`src/rtl/ee_word_reader.sv`:
```
module ee_word_reader #(
  parameter int DIV_W = 8,
  parameter int NARROW_AW = 6,
  parameter int WIDE_AW = 8,
  parameter int DATA_W = 16,
  parameter logic [DATA_W-1:0] SIGNATURE = 16'h8129
) (
  input  logic               clk,
  input  logic               rst_n,
  input  logic               start,
  input  logic [WIDE_AW-1:0] addr,
  input  logic               wide,
  input  logic               detect,
  input  logic [DIV_W-1:0]   div,
  output logic               ee_cs,
  output logic               ee_sk,
  output logic               ee_di,
  input  logic               ee_do,
  output logic               busy,
  output logic               done,
  output logic [DATA_W-1:0]  rdata,
  output logic               width8
);
  localparam int CMD_W = 5 + WIDE_AW;
  localparam int MAXN = (CMD_W > DATA_W) ? CMD_W : DATA_W;
  localparam int CNT_W = $clog2(MAXN + 1);

  typedef enum logic [2:0] {S_IDLE, S_PRE, S_SEL, S_CMD, S_GAP, S_DATA, S_FIN} st_t;

  st_t               st;
  logic [DIV_W-1:0]  div_q, tick;
  logic [WIDE_AW-1:0] addr_q;
  logic              wide_q, probe, hi;
  logic [CMD_W-1:0]  sr;
  logic [DATA_W-1:0] acc;
  logic [CNT_W-1:0]  left;

  wire ph_end = (tick == '0);
  wire last   = (left == CNT_W'(1));

  function automatic logic [CMD_W-1:0] mk_cmd(input logic [WIDE_AW-1:0] a, input logic w);
    logic [CMD_W-1:0] c;
    if (w)
      c = (CMD_W'(3'b110) << WIDE_AW) | CMD_W'(a);
    else
      c = ((CMD_W'(3'b110) << NARROW_AW) | CMD_W'(a[NARROW_AW-1:0])) << (WIDE_AW - NARROW_AW);
    return c;
  endfunction

  assign busy  = (st != S_IDLE);
  assign ee_cs = (st == S_SEL) || (st == S_CMD) || (st == S_GAP) || (st == S_DATA);
  assign ee_sk = hi && ((st == S_CMD) || (st == S_DATA));
  assign ee_di = (st == S_CMD) && sr[CMD_W-1];

  always_ff @(posedge clk or negedge rst_n) begin
    if (!rst_n) begin
      st     <= S_IDLE;
      div_q  <= '0;
      tick   <= '0;
      addr_q <= '0;
      wide_q <= 1'b0;
      probe  <= 1'b0;
      hi     <= 1'b0;
      sr     <= '0;
      acc    <= '0;
      left   <= '0;
      done   <= 1'b0;
      rdata  <= '0;
      width8 <= 1'b0;
    end else begin
      done <= 1'b0;
      if (st == S_IDLE) begin
        if (start) begin
          addr_q <= addr;
          div_q  <= div;
          tick   <= div;
          probe  <= detect;
          wide_q <= detect | wide;
          sr     <= mk_cmd(detect ? '0 : addr, detect | wide);
          st     <= S_PRE;
        end
      end else if (!ph_end) begin
        tick <= tick - 1'b1;
      end else begin
        tick <= div_q;
        unique case (st)
          S_PRE: st <= S_SEL;
          S_SEL: begin
            st   <= S_CMD;
            hi   <= 1'b0;
            left <= wide_q ? CNT_W'(5 + WIDE_AW) : CNT_W'(5 + NARROW_AW);
          end
          S_CMD: begin
            if (!hi) hi <= 1'b1;
            else begin
              hi <= 1'b0;
              sr <= sr << 1;
              if (last) st <= S_GAP;
              else left <= left - 1'b1;
            end
          end
          S_GAP: begin
            st   <= S_DATA;
            left <= CNT_W'(DATA_W);
          end
          S_DATA: begin
            if (!hi) hi <= 1'b1;
            else begin
              hi  <= 1'b0;
              acc <= {acc[DATA_W-2:0], ee_do};
              if (last) st <= S_FIN;
              else left <= left - 1'b1;
            end
          end
          S_FIN: begin
            if (probe) begin
              probe  <= 1'b0;
              wide_q <= (acc == SIGNATURE);
              sr     <= mk_cmd(addr_q, acc == SIGNATURE);
              st     <= S_PRE;
            end else begin
              st     <= S_IDLE;
              done   <= 1'b1;
              rdata  <= acc;
              width8 <= wide_q;
            end
          end
          default: st <= S_IDLE;
        endcase
      end
    end
  end

  p_idle_cs_low_r7: assert property (@(posedge clk) disable iff (!rst_n) !busy |-> !ee_cs);
  p_sk_under_cs_r2: assert property (@(posedge clk) disable iff (!rst_n) ee_sk |-> ee_cs);
  p_di_held_high_r2: assert property (@(posedge clk) disable iff (!rst_n)
    (ee_sk && $past(ee_sk)) |-> $stable(ee_di));
  p_done_pulse_r9: assert property (@(posedge clk) disable iff (!rst_n) done |=> !done);
  p_done_idle_r9: assert property (@(posedge clk) disable iff (!rst_n) done |-> !busy);
  p_rdata_hold_r9: assert property (@(posedge clk) disable iff (!rst_n)
    (rdata != $past(rdata)) |-> done);
  p_frame_opens_low_r10: assert property (@(posedge clk) disable iff (!rst_n)
    $rose(busy) |-> !ee_cs);
  p_start_ignored_r8: assert property (@(posedge clk) disable iff (!rst_n)
    (busy && start && !ph_end) |=> busy);
endmodule

```
`config.mk`:
```
export PLATFORM = sky130hd
export DESIGN_NAME = ee_word_reader
export DESIGN_NICKNAME = d
export VERILOG_FILES = /design/src/rtl/ee_word_reader.sv
export SDC_FILE = /design/constraint.sdc
export NUM_CORES = 1
export LEC_CHECK = 0
export ABC_AREA = 1
export CAP_MARGIN = 15
export CORE_AREA = 8 8 93 103
export DETAILED_ROUTE_END_ITERATION = 6
export DIE_AREA = 0 0 101 111
export DONT_BUFFER_PORTS = 1
export PLACE_DENSITY = 0.69
export SYNTH_ARGS = -nofsm -noshare
export SYNTH_HDL_FRONTEND = slang
export SYNTH_SLANG_ARGS = --single-unit
```
`constraint.sdc`:
```
create_clock -name clk -period 3.1 [get_ports clk]
set_clock_uncertainty 0.1 [all_clocks]
set_input_delay 0.62 -clock clk [delete_from_list [all_inputs] [get_ports clk]]
set_output_delay 0.62 -clock clk [all_outputs]
set_load 0.01 [all_outputs]
```
; ---- After elaboration in Yosys (flattened, before gate mapping)
; Cells that the tools add are included.
[totals]
wordCells = 99
register_bits = 82
out_inout_bits = 22
[classes]
muxes = 40
add_sub_neg = 2
n_bitwise = 3
n_reduce_logical = 25
eq_ne = 16
[ops]
columns = operator, n
row1 = two-way mux 13 bit, 5
row2 = two-way mux 8 bit, 6
row3 = one-hot mux 13 bit (2 select lines), 1
row4 = two-way mux 3 bit, 8
row5 = one-hot mux 3 bit (6 select lines), 1
row6 = "equality test 16 bit, second input constant", 1
row7 = two-way mux 1 bit, 15
row8 = one-hot mux 5 bit (3 select lines), 1
row9 = "!= test 3 x 2 -> 1 bit, second input constant", 4
row10 = AND reduction 4 bit, 3
row11 = two-way mux 5 bit, 2
row12 = AND reduction 5 bit, 2
row13 = "equality test 3 bit, second input constant", 3
row14 = nonzero test 3 bit, 3
row15 = logical NOT 8 bit, 1
row16 = nonzero test 2 bit, 4
row17 = "subtractor 8 x 1 -> 8 bit, second input constant", 1
row18 = "equality test 3 x 2 -> 1 bit, second input constant", 2
row19 = AND reduction 3 bit, 2
row20 = AND reduction 6 bit, 1
row21 = "equality test 5 x 1 -> 1 bit, second input constant", 1
row22 = "subtractor 5 x 1 -> 5 bit, second input constant", 1
row23 = logical OR 1 bit, 4
row24 = "!= test 2 bit, second input constant", 2
row25 = other kinds (10), 12

; ---- Depth between registers and ports, before layout
[depth]
ltp_word = 6
mapped_depth = 11
mapped_depth_nobuf = 10

; ---- Least setup slack after synthesis
; Ideal clock, no wire load.
[synth_timing]
path_type = register -> output
from = register st[1]
to = output port ee_sk
required_ns = 2.380
path_buffers = 1
arrival_time_ns = 1.057
slack_ns = 1.323
stages_incl_launch_ff = 7
path_cell_list = dfrtp_1 buf_6 inv_1 nand3_1 nand2_2 inv_1 nor2_1
[synth_via]
elab_chain_len = 3
elab_cells_between_ends = 4
cone_classes = eq/ne (2) / reduce/logical (2)
[synth_rtl]
columns = item, line_no
row1 = "start, declared", 30  ; st_t st;
row2 = "start signal, assigned", 57  ; st <= S_IDLE;
row3 = "start signal, assigned", 80  ; st <= S_PRE;
row4 = "start signal, assigned", 87  ; S_PRE: st <= S_SEL;
row5 = equality test 3 x 2 -> 1 bit or equality test 3 bit (tied branches), 52  ; assign ee_sk = hi && ((st == S_CMD) || (st == S_DATA));
row6 = logical OR 1 bit *, 52
row7 = logical AND 1 bit *, 52
row8 = "end, declared", 16  ; output logic ee_sk,
; Every way passes the cells marked *; elsewhere a longest branch is shown, timed or not.

; ---- Worst setup path after layout
[layout_timing]
from = register st[0]
to = output port ee_sk
; The elaborated chain is that of the path after synthesis.

==> impl_metrics.env <==
export IMPL_final_max_slew_violation_count=0
export IMPL_cts_root_buffer="clkbuf_8"
export IMPL_start_util_pct=53.9
export IMPL_dp_cells=614
export IMPL_cts_buffer_depth=2
export IMPL_fin_tns_setup_ns=0
export IMPL_critical_path_peak_fanout=7
export IMPL_first_global_vias=3098
export IMPL_clkPwrFrac_pct=41.6
export IMPL_power_per_cell_area_nw_per_um2=420
export IMPL_fin_crit_ns=2.46
export IMPL_gp_congestion=0.840
export IMPL_cts_made_buffers=9
export IMPL_rsz0062_at_grt="no"
export IMPL_core_um2=7830
export IMPL_dpl_hpwl_um=6050
export IMPL_die_w_um=101
export IMPL_synthCells=520
export IMPL_start_kind="flip-flop"
export IMPL_grt_use_total_pct=16.2
export IMPL_fin_nets=544
export IMPL_ir_drop_mv=0.229
export IMPL_synth_mux_area_share_pct=0
export IMPL_crit_chain="nand3_1 -> nand2_2 -> inv_1 -> nor2_1"
export IMPL_routed_wl_um=8520
export IMPL_pwr_share_seq_pct=56.8
export IMPL_finalHoldViolCount=0
export IMPL_cts_sinks=82
export IMPL_total_power_mw=1.88
export IMPL_critical_path_required_ns=2.38
export IMPL_area_growth_syn_to_layout_pct=6.14
export IMPL_fillCellCount=759
export IMPL_setup_viol=0
export IMPL_die_area_um2=11200
export IMPL_htree_levels=3
export IMPL_min_path_type="in2async"
export IMPL_synth_area_leaders="dfrtp_1 49%, nand2_1 12%, nand3_1 5.8%, inv_1 5.2%, o21ai_0 4.3%"
export IMPL_synth_compound_area_share_pct=13.5
export IMPL_synth_distinct_cells=30
export IMPL_syn_area_per_cell_um2=8.11
export IMPL_synth_seq_cells=82
export IMPL_drive_gt1_share_pct=12.6
export IMPL_outcome="finished, final reports clean"
export IMPL_critPathTopFamily="simple AND/OR/NAND/NOR gates"
export IMPL_drt_iter0_drc=128
export IMPL_clk_pin_slew_ns=0.09
export IMPL_r2r_start="tick[0]"
export IMPL_fp_dieH_um=111
export IMPL_critPathLaunch="st[0]"
export IMPL_postRouteAntennaNets=0
export IMPL_synthXorXnorAreaFrac_pct=1.04
export IMPL_crit_arrival_ns=1.74
export IMPL_grt_overflow=0
export IMPL_synth_top_area_cell="dfrtp_1"
export IMPL_criticalPathCategory="reg2out"
export IMPL_drt_drc_violations_left=0
export IMPL_diodes=0
export IMPL_layout_setup_ws_ns=0.637
export IMPL_grt_max_degree=83
export IMPL_power_leakage_nw=2.06
export IMPL_critPathSlowestCell="dfrtp_1"
export IMPL_rows=34
export IMPL_clock_latency_ns=0.35
export IMPL_crit_buf_inv=1
export IMPL_io_buffers=0
export IMPL_slew_headroom_pct=39.1
export IMPL_grt_first_pass_wirelength_um=14700
export IMPL_p_int_mw=1.45
export IMPL_ios=44
export IMPL_tightest_slew_ns=0.911
export IMPL_viasPerCell=5.17
export IMPL_synthSimpleGateAreaFrac_pct=27.1
export IMPL_cpPeakStageDelay_ns=0.63
export IMPL_cts_setup_buffers=0
export IMPL_place_ws_ns=0.690
export IMPL_end_kind="output port"
export IMPL_power_share_switching_pct=22.9
export IMPL_synthAdderAreaFrac_pct=1.19
export IMPL_drt_pass1_iterations=4
export IMPL_synth_top_family_by_area="simple AND/OR/NAND/NOR gates"
export IMPL_vias=3264
export IMPL_ys_warn_count=0
export IMPL_clock_fmax_mhz=406
export IMPL_p_switching_uw=430
export IMPL_synth_top_area_share_pct=48.7
export IMPL_pwr_share_comb_pct=1.5
export IMPL_min_period_over_period_pct=79.5
export IMPL_ys_seq_area_share_pct=48.7
export IMPL_antenna_found_initial=0
export IMPL_syn_num_nets=546
export IMPL_wl_per_cell_um=13.5
export IMPL_syn_area_um2=4220
export IMPL_cts_tree="done"
export IMPL_cap_violations=0
export IMPL_fin_cells=631
-- layer usage --
| layer | share of wire [%] | vias up | wire (um) | track usage, % |
|---|---|---|---|---|
| li1 | - | 1659 | - | - |
| met2 | 46 | 82 | 3900 | 24.7 |
| met5 | 0 | - | 0 | 0 |
| met1 | 47 | 1516 | 3980 | 21.5 |
| met3 | 6.7 | 7 | 573 | 3.77 |
| met4 | 0.76 | 0 | 65 | 6.47 |
-- sequential cells by signal (all words and copies together) (netlist names) --
name and count:
wide_q 1, width8 1, left 5, done 1
acc 16, st 3, probe 1, tick 8
rdata 16, hi 1, div_q 8, sr 13
addr_q 8
-- placed cells by master (no fill, tap or decap), types with 5 or more instances in the layout --
cell	Yosys	layout
a21oi_1	25	25
clkbuf_8	0	9
dfrtp_1	82	82
inv_1	58	58
inv_2	6	6
nand2_1	135	135
nand2_2	10	10
nand2_4	5	5
nand3_1	49	49
nor2_1	34	34
o21ai_0	36	36
o21ai_1	25	25
o21ai_2	15	15
-- per-stage QoR --
stage	utilization (%)	hold WS (ns)	cell area, um^2
finish	57.2	0.0710	4480
global route	57.2	0.0875	4480
CTS	57.2	0.0706	4480
detailed placement	54.3	0.228	4250
global placement	54.3	0.227	4250
floorplan	-	0.224	4220
-- power by group through the flow --
| stage | logic (mW) | registers, mW | clock network, mW |
|---|---|---|---|
| 4_1_cts | 0.0308 | 1.07 | 0.805 |
| 2_1_floorplan | 0.00367 | 1.09 | 0 |
| 6_report | 0.0291 | 1.07 | 0.783 |
| 3_3_place_gp | 0.00555 | 1.09 | 0 |
| 3_5_place_dp | 0.00570 | 1.09 | 0 |
| 5_1_grt | 0.0344 | 1.07 | 0.851 |
-- Yosys cell counts --
library cell  instances
buf_8                 1
nand2_4               5
nand2_1             135
dfrtp_1              82
o21ai_2              15
inv_4                 1
o21ai_1              25
ha_1                  4
nor2_4                2
nand2_2              10
nor2_8                2
inv_1                58
inv_2                 6
buf_2                 6
o21a_1                1
nand2_8               1
xnor2_1               2
nor2_1               34
o21ai_0              36
clkbuf_1              1
clkbuf_2              1
a21oi_1              25
buf_4                 2
xor2_1                3
nand3_1              49
buf_6                 4
nor2_2                4
nand3_2               2
nand4_1               1
nor3_1                2
-- worst register-to-register path, cell delays in order (launching register included) --
cell and delay [ns]:
dfrtp_1 0.40, inv_1 0.10, ha_1 0.17, inv_1 0.04
nor2_1 0.19, nand2_2 0.19, inv_2 0.21, nand2_1 0.56
nand2_1 0.24, o21ai_1 0.08
-- cell families after synthesis --
group / count (synthesis)
AND/OR/NAND/NOR: 247
AO/OA/AOI/OAI: 102
flip-flops: 82
buffers and inverters: 80
XOR/XNOR: 5
adder cells (fa/ha/maj): 4
-- what timing repair did --
action / 4_1_cts / 5_1_grt
hold endpoints to repair: 82 / 0
hold buffers: 1 / 0
setup endpoints to repair: 0 / 0
gates resized for setup: 0 / 0
-- area by class of cell --
class / instances / area [um^2] / area share [%]
inverters: 65 / 246 / 5.51
clock buffers: 9 / 124 / 2.77
well taps: 108 / 135 / 3.02
multi-input cells: 358 / 1810 / 40.3
repair buffers: 2 / 35.0 / 0.783
clock inverters: 7 / 78.8 / 1.76
flip-flops and latches: 82 / 2050 / 45.8
-- worst paths after layout --
path	to	slack [ns]	depth (start not counted)
min reg2reg	div_q[1]	0.38	2
max in group asynchronous	sr[7]	2.52	1
min	rdata[7]	0.07	1
min in group clk	addr_q[1]	0.29	2
max reg2reg	acc[7]	0.68	9
max	ee_sk	0.64	4
No activity file was read; power rests on OpenSTA's default activity.
